===== config.mk =====
export PLATFORM = sky130hd
export DESIGN_NAME = mu_top
export DESIGN_NICKNAME = d
export VERILOG_FILES = /design/src/rtl/mu_pkg.sv /design/src/rtl/mu_slot.sv /design/src/rtl/mu_doorbell.sv /design/src/rtl/mu_side_regs.sv /design/src/rtl/mu_top.sv
export SDC_FILE = /design/constraint.sdc
export NUM_CORES = 1
export LEC_CHECK = 0
export BUFFER_PORTS_ARGS = -buffer_cell sky130_fd_sc_hd__buf_2
export CORE_ASPECT_RATIO = 0.5
export CORE_MARGIN = 1
export CORE_UTILIZATION = 55
export CTS_CLUSTER_SIZE = 12
export DETAILED_ROUTE_END_ITERATION = 10
export HOLD_SLACK_MARGIN = 0.05
export PLACE_DENSITY = 0.8
export SYNTH_ARGS = -nofsm -noshare
export SYNTH_HDL_FRONTEND = slang
export SYNTH_HIERARCHICAL = 1
export SYNTH_SLANG_ARGS = --single-unit

===== constraint.sdc =====
create_clock -name clk -period 1.7 [get_ports clk]
set_clock_uncertainty 0.2 [all_clocks]
set_input_delay 0.255 -clock clk [delete_from_list [all_inputs] [get_ports clk]]
set_output_delay 0.255 -clock clk [all_outputs]
set_load 0.05 [all_outputs]

===== src/rtl/mu_pkg.sv =====
package mu_pkg;
    localparam int REG_W     = 32;
    localparam int FLAG_W    = 3;
    // status / control field tops; slot n sits at top-n
    localparam int GP_TOP    = 31;
    localparam int RF_TOP    = 27;
    localparam int TE_TOP    = 23;
    localparam int GIR_TOP   = 19;
    localparam int OFS_TX0   = 0;
    localparam int OFS_RX0   = 4;
    localparam int OFS_STAT  = 8;
    localparam int OFS_CTRL  = 9;
    localparam logic [REG_W-1:0] STORE_MASK = 32'hFFF0_0007;

    typedef enum logic {SLOT_EMPTY, SLOT_FULL} slot_state_e;
    typedef enum logic {DB_IDLE, DB_PEND} db_state_e;
endpackage


===== src/rtl/mu_slot.sv =====
module mu_slot
    import mu_pkg::*;
#(
    parameter int DATA_W = 32
) (
    input  logic              clk,
    input  logic              rst_n,
    input  logic              push,
    input  logic [DATA_W-1:0] push_data,
    input  logic              pop,
    output logic              empty,
    output logic              full,
    output logic [DATA_W-1:0] data
);
    slot_state_e state_q, state_d;

    always_comb begin
        state_d = state_q;
        unique case (state_q)
            SLOT_EMPTY: if (push) state_d = SLOT_FULL;          // DEPOSIT
            SLOT_FULL:  if (pop && !push) state_d = SLOT_EMPTY; // DRAIN; else OVERWRITE/REFILL
        endcase
    end

    always_ff @(posedge clk or negedge rst_n) begin
        if (!rst_n) state_q <= SLOT_EMPTY;
        else        state_q <= state_d;
    end

    always_comb begin
        unique case (state_q)
            SLOT_EMPTY: begin empty = 1'b1; full = 1'b0; end
            SLOT_FULL:  begin empty = 1'b0; full = 1'b1; end
        endcase
    end

    always_ff @(posedge clk or negedge rst_n) begin
        if (!rst_n)    data <= '0;
        else if (push) data <= push_data;
    end
endmodule


===== src/rtl/mu_doorbell.sv =====
module mu_doorbell
    import mu_pkg::*;
(
    input  logic clk,
    input  logic rst_n,
    input  logic ring,
    input  logic ack,
    output logic pending
);
    db_state_e state_q, state_d;

    always_comb begin
        state_d = state_q;
        unique case (state_q)
            DB_IDLE: if (ring) state_d = DB_PEND;          // RING
            DB_PEND: if (ack && !ring) state_d = DB_IDLE;  // CLEAR; else RE-RING
        endcase
    end

    always_ff @(posedge clk or negedge rst_n) begin
        if (!rst_n) state_q <= DB_IDLE;
        else        state_q <= state_d;
    end

    always_comb begin
        unique case (state_q)
            DB_IDLE: pending = 1'b0;
            DB_PEND: pending = 1'b1;
        endcase
    end
endmodule


===== src/rtl/mu_side_regs.sv =====
module mu_side_regs
    import mu_pkg::*;
#(
    parameter int NUM_SLOTS = 4,
    parameter int ADDR_W    = 4
) (
    input  logic                              clk,
    input  logic                              rst_n,
    input  logic                              sel,
    input  logic                              we,
    input  logic [ADDR_W-1:0]                 addr,
    input  logic [REG_W-1:0]                  wdata,
    output logic [REG_W-1:0]                  rdata,
    input  logic [NUM_SLOTS-1:0]              tx_empty,
    input  logic [NUM_SLOTS-1:0]              rx_full,
    input  logic [NUM_SLOTS-1:0][REG_W-1:0]   rx_data,
    input  logic [NUM_SLOTS-1:0]              gi_pend,
    input  logic [NUM_SLOTS-1:0]              gi_peer_pend,
    input  logic [FLAG_W-1:0]                 peer_flags,
    output logic [NUM_SLOTS-1:0]              push,
    output logic [NUM_SLOTS-1:0]              pop,
    output logic [NUM_SLOTS-1:0]              ring,
    output logic [NUM_SLOTS-1:0]              ack,
    output logic [REG_W-1:0]                  ctrl,
    output logic                              irq
);
    localparam int IRQ_LO = TE_TOP - NUM_SLOTS + 1;

    logic [REG_W-1:0] ctrl_q;
    logic [REG_W-1:0] status;
    logic [REG_W-1:0] ctrl_view;
    logic             wr_stat;
    logic             wr_ctrl;

    assign wr_stat = sel && we && (addr == ADDR_W'(OFS_STAT));
    assign wr_ctrl = sel && we && (addr == ADDR_W'(OFS_CTRL));

    always_ff @(posedge clk or negedge rst_n) begin
        if (!rst_n)       ctrl_q <= '0;
        else if (wr_ctrl) ctrl_q <= wdata & STORE_MASK;
    end
    assign ctrl = ctrl_q;

    always_comb begin
        status = '0;
        for (int n = 0; n < NUM_SLOTS; n++) begin
            status[TE_TOP - n] = tx_empty[n];
            status[RF_TOP - n] = rx_full[n];
            status[GP_TOP - n] = gi_pend[n];
        end
        status[FLAG_W-1:0] = peer_flags;
    end

    always_comb begin
        ctrl_view = ctrl_q;
        for (int n = 0; n < NUM_SLOTS; n++)
            ctrl_view[GIR_TOP - n] = gi_peer_pend[n];
    end

    always_comb begin
        for (int n = 0; n < NUM_SLOTS; n++) begin
            push[n] = sel && we  && (addr == ADDR_W'(OFS_TX0 + n));
            pop[n]  = sel && !we && (addr == ADDR_W'(OFS_RX0 + n));
            ring[n] = wr_ctrl && wdata[GIR_TOP - n];
            ack[n]  = wr_stat && wdata[GP_TOP - n];
        end
    end

    always_comb begin
        rdata = '0;
        if (addr == ADDR_W'(OFS_STAT)) rdata = status;
        if (addr == ADDR_W'(OFS_CTRL)) rdata = ctrl_view;
        for (int n = 0; n < NUM_SLOTS; n++)
            if (addr == ADDR_W'(OFS_RX0 + n)) rdata = rx_data[n];
    end

    assign irq = |(status[GP_TOP:IRQ_LO] & ctrl_q[GP_TOP:IRQ_LO]);
endmodule


===== src/rtl/mu_top.sv =====
module mu_top
    import mu_pkg::*;
#(
    parameter int NUM_SLOTS = 4,
    parameter int ADDR_W    = 4
) (
    input  logic              clk,
    input  logic              rst_n,
    input  logic              a_sel,
    input  logic              a_we,
    input  logic [ADDR_W-1:0] a_addr,
    input  logic [REG_W-1:0]  a_wdata,
    output logic [REG_W-1:0]  a_rdata,
    output logic              a_irq,
    input  logic              b_sel,
    input  logic              b_we,
    input  logic [ADDR_W-1:0] b_addr,
    input  logic [REG_W-1:0]  b_wdata,
    output logic [REG_W-1:0]  b_rdata,
    output logic              b_irq
);
    logic [NUM_SLOTS-1:0]            ab_empty, ab_full, ba_empty, ba_full;
    logic [NUM_SLOTS-1:0][REG_W-1:0] ab_data, ba_data;
    logic [NUM_SLOTS-1:0]            a_push, a_pop, a_ring, a_ack, a_pend;
    logic [NUM_SLOTS-1:0]            b_push, b_pop, b_ring, b_ack, b_pend;
    logic [REG_W-1:0]                a_ctrl, b_ctrl;

    for (genvar n = 0; n < NUM_SLOTS; n++) begin : g_lane
        mu_slot #(.DATA_W(REG_W)) u_ab (
            .clk(clk), .rst_n(rst_n), .push(a_push[n]), .push_data(a_wdata),
            .pop(b_pop[n]), .empty(ab_empty[n]), .full(ab_full[n]), .data(ab_data[n]));
        mu_slot #(.DATA_W(REG_W)) u_ba (
            .clk(clk), .rst_n(rst_n), .push(b_push[n]), .push_data(b_wdata),
            .pop(a_pop[n]), .empty(ba_empty[n]), .full(ba_full[n]), .data(ba_data[n]));
        mu_doorbell u_db_b (
            .clk(clk), .rst_n(rst_n), .ring(a_ring[n]), .ack(b_ack[n]), .pending(b_pend[n]));
        mu_doorbell u_db_a (
            .clk(clk), .rst_n(rst_n), .ring(b_ring[n]), .ack(a_ack[n]), .pending(a_pend[n]));
    end

    mu_side_regs #(.NUM_SLOTS(NUM_SLOTS), .ADDR_W(ADDR_W)) u_side_a (
        .clk(clk), .rst_n(rst_n), .sel(a_sel), .we(a_we), .addr(a_addr),
        .wdata(a_wdata), .rdata(a_rdata), .tx_empty(ab_empty), .rx_full(ba_full),
        .rx_data(ba_data), .gi_pend(a_pend), .gi_peer_pend(b_pend),
        .peer_flags(b_ctrl[FLAG_W-1:0]), .push(a_push), .pop(a_pop),
        .ring(a_ring), .ack(a_ack), .ctrl(a_ctrl), .irq(a_irq));

    mu_side_regs #(.NUM_SLOTS(NUM_SLOTS), .ADDR_W(ADDR_W)) u_side_b (
        .clk(clk), .rst_n(rst_n), .sel(b_sel), .we(b_we), .addr(b_addr),
        .wdata(b_wdata), .rdata(b_rdata), .tx_empty(ba_empty), .rx_full(ab_full),
        .rx_data(ab_data), .gi_pend(b_pend), .gi_peer_pend(a_pend),
        .peer_flags(a_ctrl[FLAG_W-1:0]), .push(b_push), .pop(b_pop),
        .ring(b_ring), .ack(b_ack), .ctrl(b_ctrl), .irq(b_irq));
endmodule


## Word level (Yosys, flattened, before mapping)

Index checks and enable logic that the tools add are counted.

| storage, ports and cells | value |
|---|---|
| register bits after elaboration | 302 |
| input bits | 78 |
| output and inout bits | 66 |
| logic and storage cells | 224 |

| cells by class | value |
|---|---|
| equality and inequality tests | 18 |
| muxes and demuxes | 84 |
| bitwise logic cells | 18 |
| reductions and logical operators | 78 |

Operators by type and width:

| operator | number |
|---|---|
| two-way mux 32 bit | 12 |
| one-hot mux 1 bit (2 select lines) | 40 |
| logical AND 1 bit | 56 |
| == test 4 x 3 -> 1 bit (second input constant) | 8 |
| two-way mux 1 bit | 32 |
| AND 12 bit | 2 |
| OR reduction 12 bit | 2 |
| logical NOT 1 bit | 18 |
| == test 4 x 2 -> 1 bit (second input constant) | 4 |
| == test 4 bit (second input constant) | 4 |
| inverter 1 bit | 16 |
| == test 4 x 1 -> 1 bit (second input constant) | 2 |
| logical NOT 4 bit | 2 |

## Longest topological paths before layout

| logic depth | value |
|---|---|
| depth in word-level cells | 8 |
| mapped depth | 9 |
| mapped depth without buffers | 5 |

## Cells and area by module

Netlist, hierarchy kept.

By module, submodules not included:

| module | times used | cells each | area each (sq um) | seq. area each (sq um) |
|---|---|---|---|---|
| mu_slot | 8 | 71 | 1377.6 | 825.8 |
| mu_side_regs | 2 | 257 | 2436.1 | 375.4 |
| mu_doorbell | 8 | 3 | 36.3 | 25.0 |

## Least setup slack after synthesis

No wires, ideal clock.

| path | value |
|---|---|
| path type | input-to-output |
| start | input port a_addr[0] |
| end | output port a_rdata[27] |
| arrival time | 2.258 ns |
| required time | 1.245 ns |
| slack | -1.013 ns |
| stages on the path | 5 |
| path buffers | 2 |
| cell sequence | buf_4 -> nor3b_2 -> buf_4 -> a211oi_1 -> o32ai_1 |

| between the ends | value |
|---|---|
| word-level cells in the longest chain between the ends | 7 |
| elaborated cells on any way between the ends | 12 |
| those cells by class | eq/ne: 6; mux: 6 |

RTL lines:

| item | RTL line | RTL |
|---|---|---|
| from (decl) | mu_top.sv:11 | `input logic [ADDR_W-1:0] a_addr,` |
| == test 4 bit | mu_side_regs.sv:71 | `if (addr == ADDR_W'(OFS_STAT)) rdata = status;` |
| two-way mux 32 bit | mu_side_regs.sv:71 |  |
| two-way mux 32 bit | mu_side_regs.sv:72 | `if (addr == ADDR_W'(OFS_CTRL)) rdata = ctrl_view;` |
| two-way mux 32 bit (3 in a row) | mu_side_regs.sv:74 | `if (addr == ADDR_W'(OFS_RX0 + n)) rdata = rx_data[n];` |
| two-way mux 32 bit (*) | mu_side_regs.sv:74 |  |
| to (decl) | mu_top.sv:13 | `output logic [REG_W-1:0] a_rdata,` |

Mark *: on every way between the ends. The rest lies on a longest branch, timed or not.

## Worst setup path in the final report

| path | value |
|---|---|
| start | register g_lane[0].u_db_b.state_q |
| end | output port a_rdata[19] |

| between the ends | value |
|---|---|
| word-level cells in the longest chain between the ends | 7 |

RTL lines:

| item | RTL line | RTL |
|---|---|---|
| from (decl) | mu_doorbell.sv:10 | `db_state_e state_q, state_d;` |
| from (signal assigned) | mu_doorbell.sv:22 | `else state_q <= state_d;` |
| inverter 1 bit | mu_doorbell.sv:26 | `unique case (state_q)` |
| one-hot mux 1 bit (2 select lines) (*) | mu_doorbell.sv:26 |  |
| two-way mux 32 bit (*) | mu_side_regs.sv:72 |  |
| two-way mux 32 bit (*) (4 in a row) | mu_side_regs.sv:74 |  |

Marks and branches as above.

==> impl_metrics.ini <==
[status]
outcome = finished, violations left
violations = negative setup slack

[clock_network]
cts.sinks = 302
insertion_delay_ns = 0.56
htree_depth = 1
tritoncts_clock_tree = done
ctsRootBufferMaster = sky130_fd_sc_hd__clkbuf_16
clk_pin_slew_ns = 0.07
cts-buffers-inserted = 30
cts.path.max_buffers = 3

[yosys]
postSynthCellCount = 1070
avgSynthCellArea_sq_um = 14.9
synthesis_warning_total = 6
synthesis.nets = 1148
post_synth_instance_area_sq_um = 15900

[place]
place.detailed.hpwl_um = 28000
post-place-ws_ns = -0.645
io_buffers = 143
routabilityCongestion = 0.902

[timing]
layout_setup_ws_ns = -0.765
max_freq_ghz = 0.406
timing.final.setup_violations = 71
worst-slew-pin-transition_ns = 0.827
timing.final.hold_violations = 0
setup_repair_after_global_routing_missed_its_margin = yes
final.period_utilization_pct = 145
slew_viol_final = 0
clock_period_minus_worst_slack_ns = 2.46
timing.max_slew.rel_slack_pct = 44.4

[floorplanning]
core_area_sq_um = 28100
chip_width_um = 243
top_level_ports = 144
placementRows = 43
design.die.area_sq_um = 29700
die_height_um = 122
initial_core_util_pct = 56.7

[global_routing]
globalRouteMet3Util_pct = 5.77
grt-ovfl-total = 0
grt_pass1_wl_um = 76200
grt_pass1_vias = 12500
grt.met1_usage_pct = 43.6
maximum_number_of_pins_on_one_net_before_global_route_repair = 91
groute.layer.met2.usage_pct = 55.4
antenna_violations_before_repair = 0
grt_usage_pct = 33.4
busiest_layer = met2

[setup_path]
worst_path_largest_cell_delay_ns = 0.43
worst-setup-path-type = reg -> out
worstSetupStartpointType = flip-flop
crit_path_cell_trace = buf_6, and4b_1, a211oi_4, o32ai_4, buf_6
worst_ep_arrival_time_ns = 2.01
critical_path.endpoint_type = output port
cp_max_fo = 3
slowest_stage = sky130_fd_sc_hd__dfrtp_1
critical_path.most_common_cell = sky130_fd_sc_hd__buf_6
worstPathRequired_ns = 1.24

[drt]
finalWirelength_um = 51700
detail_route.drc_violations = 0
detail_route.wl_per_cell_um = 28.2
first_pass_iters = 5
via_count = 11800
detail_route.iter0.violations = 1257
viasPerCell = 6.43
remaining_antenna_violation_count_after_routing = 0

[finish]
layout-drive-gt1-share_pct = 63.9
area_delta_synth_final_pct = 37.7
antenna_cells_inserted = 0
final_core_utilization_pct = 78.0
finalNetCount = 1516

[hold_path]
hold_path_class = in -> reg

[pwr]
power.density_nw_per_um2 = 1050
p_leak_nw = 9.89
max-vdd-ir-drop_mv = 0.895

[run]
max_cap_violations = 0
## registers in the layout (all words and copies together) (netlist names)
signal	cells
g_lane.u_ba/data	128
g_lane.u_ba/state_q	4
g_lane.u_ab/data	128
u_side_a/ctrl	15
g_lane.u_db_a/state_q	4
u_side_b/ctrl	15
g_lane.u_db_b/state_q	4
g_lane.u_ab/state_q	4
## cell type report
class	count	area, sq um
inverters	18	67.6
flip-flops and latches	302	7560
multi-input cells	662	9010
fillers	1392	6170
clock inverters	2	12.5
well taps	382	478
clock buffers	42	847
repair buffers	424	3940
## critical path: cells and delay by family, from the launching register on
kind / cells / cell delay (ns)
AO/OA/AOI/OAI: 2 / 0.48
flip-flops: 1 / 0.43
buffers and inverters: 2 / 0.31
AND/OR/NAND/NOR: 1 / 0.22
## per-stage QoR
step           std cells  hold WS, ns  cell area (sq um)  total power [W]  setup TNS, ns
2_1_floorplan       1070       -0.241              17000           0.0133         -28.42
3_3_place_gp        1653       -0.106              18700           0.0147        -131.08
3_5_place_dp        1653       -0.105              18700           0.0150        -137.30
4_1_cts             1803       0.0706              21600           0.0222         -34.67
5_1_grt             1832       0.0815              21900           0.0236         -38.43
6_report            1832       0.0820              21900           0.0229         -36.17
## power by group
group	internal, W	switching (W)	leakage [nW]	total, W
logic	0.00398	0.00290	5.64	0.00688
clock network	0.00341	0.00288	0.417	0.00629
registers	0.00861	0.00114	3.84	0.00974
## layout by cell type, fill, tap and decap left out, types with 9 or more instances in the layout
cell type / instances
sky130_fd_sc_hd__mux2_4: 250
sky130_fd_sc_hd__a211oi_2: 26
sky130_fd_sc_hd__mux4_2: 26
sky130_fd_sc_hd__a22oi_2: 25
sky130_fd_sc_hd__o32ai_4: 32
sky130_fd_sc_hd__inv_2: 9
sky130_fd_sc_hd__dfrtp_1: 298
sky130_fd_sc_hd__buf_4: 172
sky130_fd_sc_hd__buf_2: 73
sky130_fd_sc_hd__and2_4: 26
sky130_fd_sc_hd__a21oi_1: 30
sky130_fd_sc_hd__nor4bb_4: 19
sky130_fd_sc_hd__clkbuf_16: 31
sky130_fd_sc_hd__buf_6: 59
sky130_fd_sc_hd__buf_8: 17
sky130_fd_sc_hd__inv_1: 9
sky130_fd_sc_hd__buf_12: 33
sky130_fd_sc_hd__and2_1: 16
sky130_fd_sc_hd__mux2_2: 66
sky130_fd_sc_hd__nor2_1: 12
sky130_fd_sc_hd__dlygate4sd3_1: 70
## routing by layer
layer	vias up	routed length, um
li1	4730	-
met5	-	0
met2	680	24900
met3	210	3570
met1	6161	20700
met4	0	2560
## path summary, 6_finish.rpt
check | depth (start not counted) | from | slack [ns] | end
hold reg to reg | 1 | g_lane[3].u_ab/data[26]$_DFFE_PN0P_ | 0.31 | g_lane[3].u_ab/data[26]$_DFFE_PN0P_
min in group asynchronous | 3 | rst_n | 0.10 | g_lane[1].u_db_b/state_q$_DFF_PN0_
max in group asynchronous | 3 | rst_n | 0.18 | g_lane[1].u_ab/data[21]$_DFFE_PN0P_
setup reg to reg | 3 | u_side_b/ctrl[0]$_DFFE_PN0N_ | 0.43 | u_side_b/ctrl[0]$_DFFE_PN0N_
hold / removal | 4 | b_addr[1] | 0.08 | g_lane[3].u_ab/state_q$_DFF_PN0_
setup / recovery | 5 | g_lane[0].u_db_b/state_q$_DFF_PN0_ | -0.76 | a_rdata[19]
## timing repair
action	4_1_cts	5_1_grt
buffers inserted	37	29
gates resized for setup	269	18
pin swaps	39	12
endpoints found under the setup margin	66	86
hold buffers	70	0
hold endpoints to repair	604	0
(Power assumes the default switching activity.)
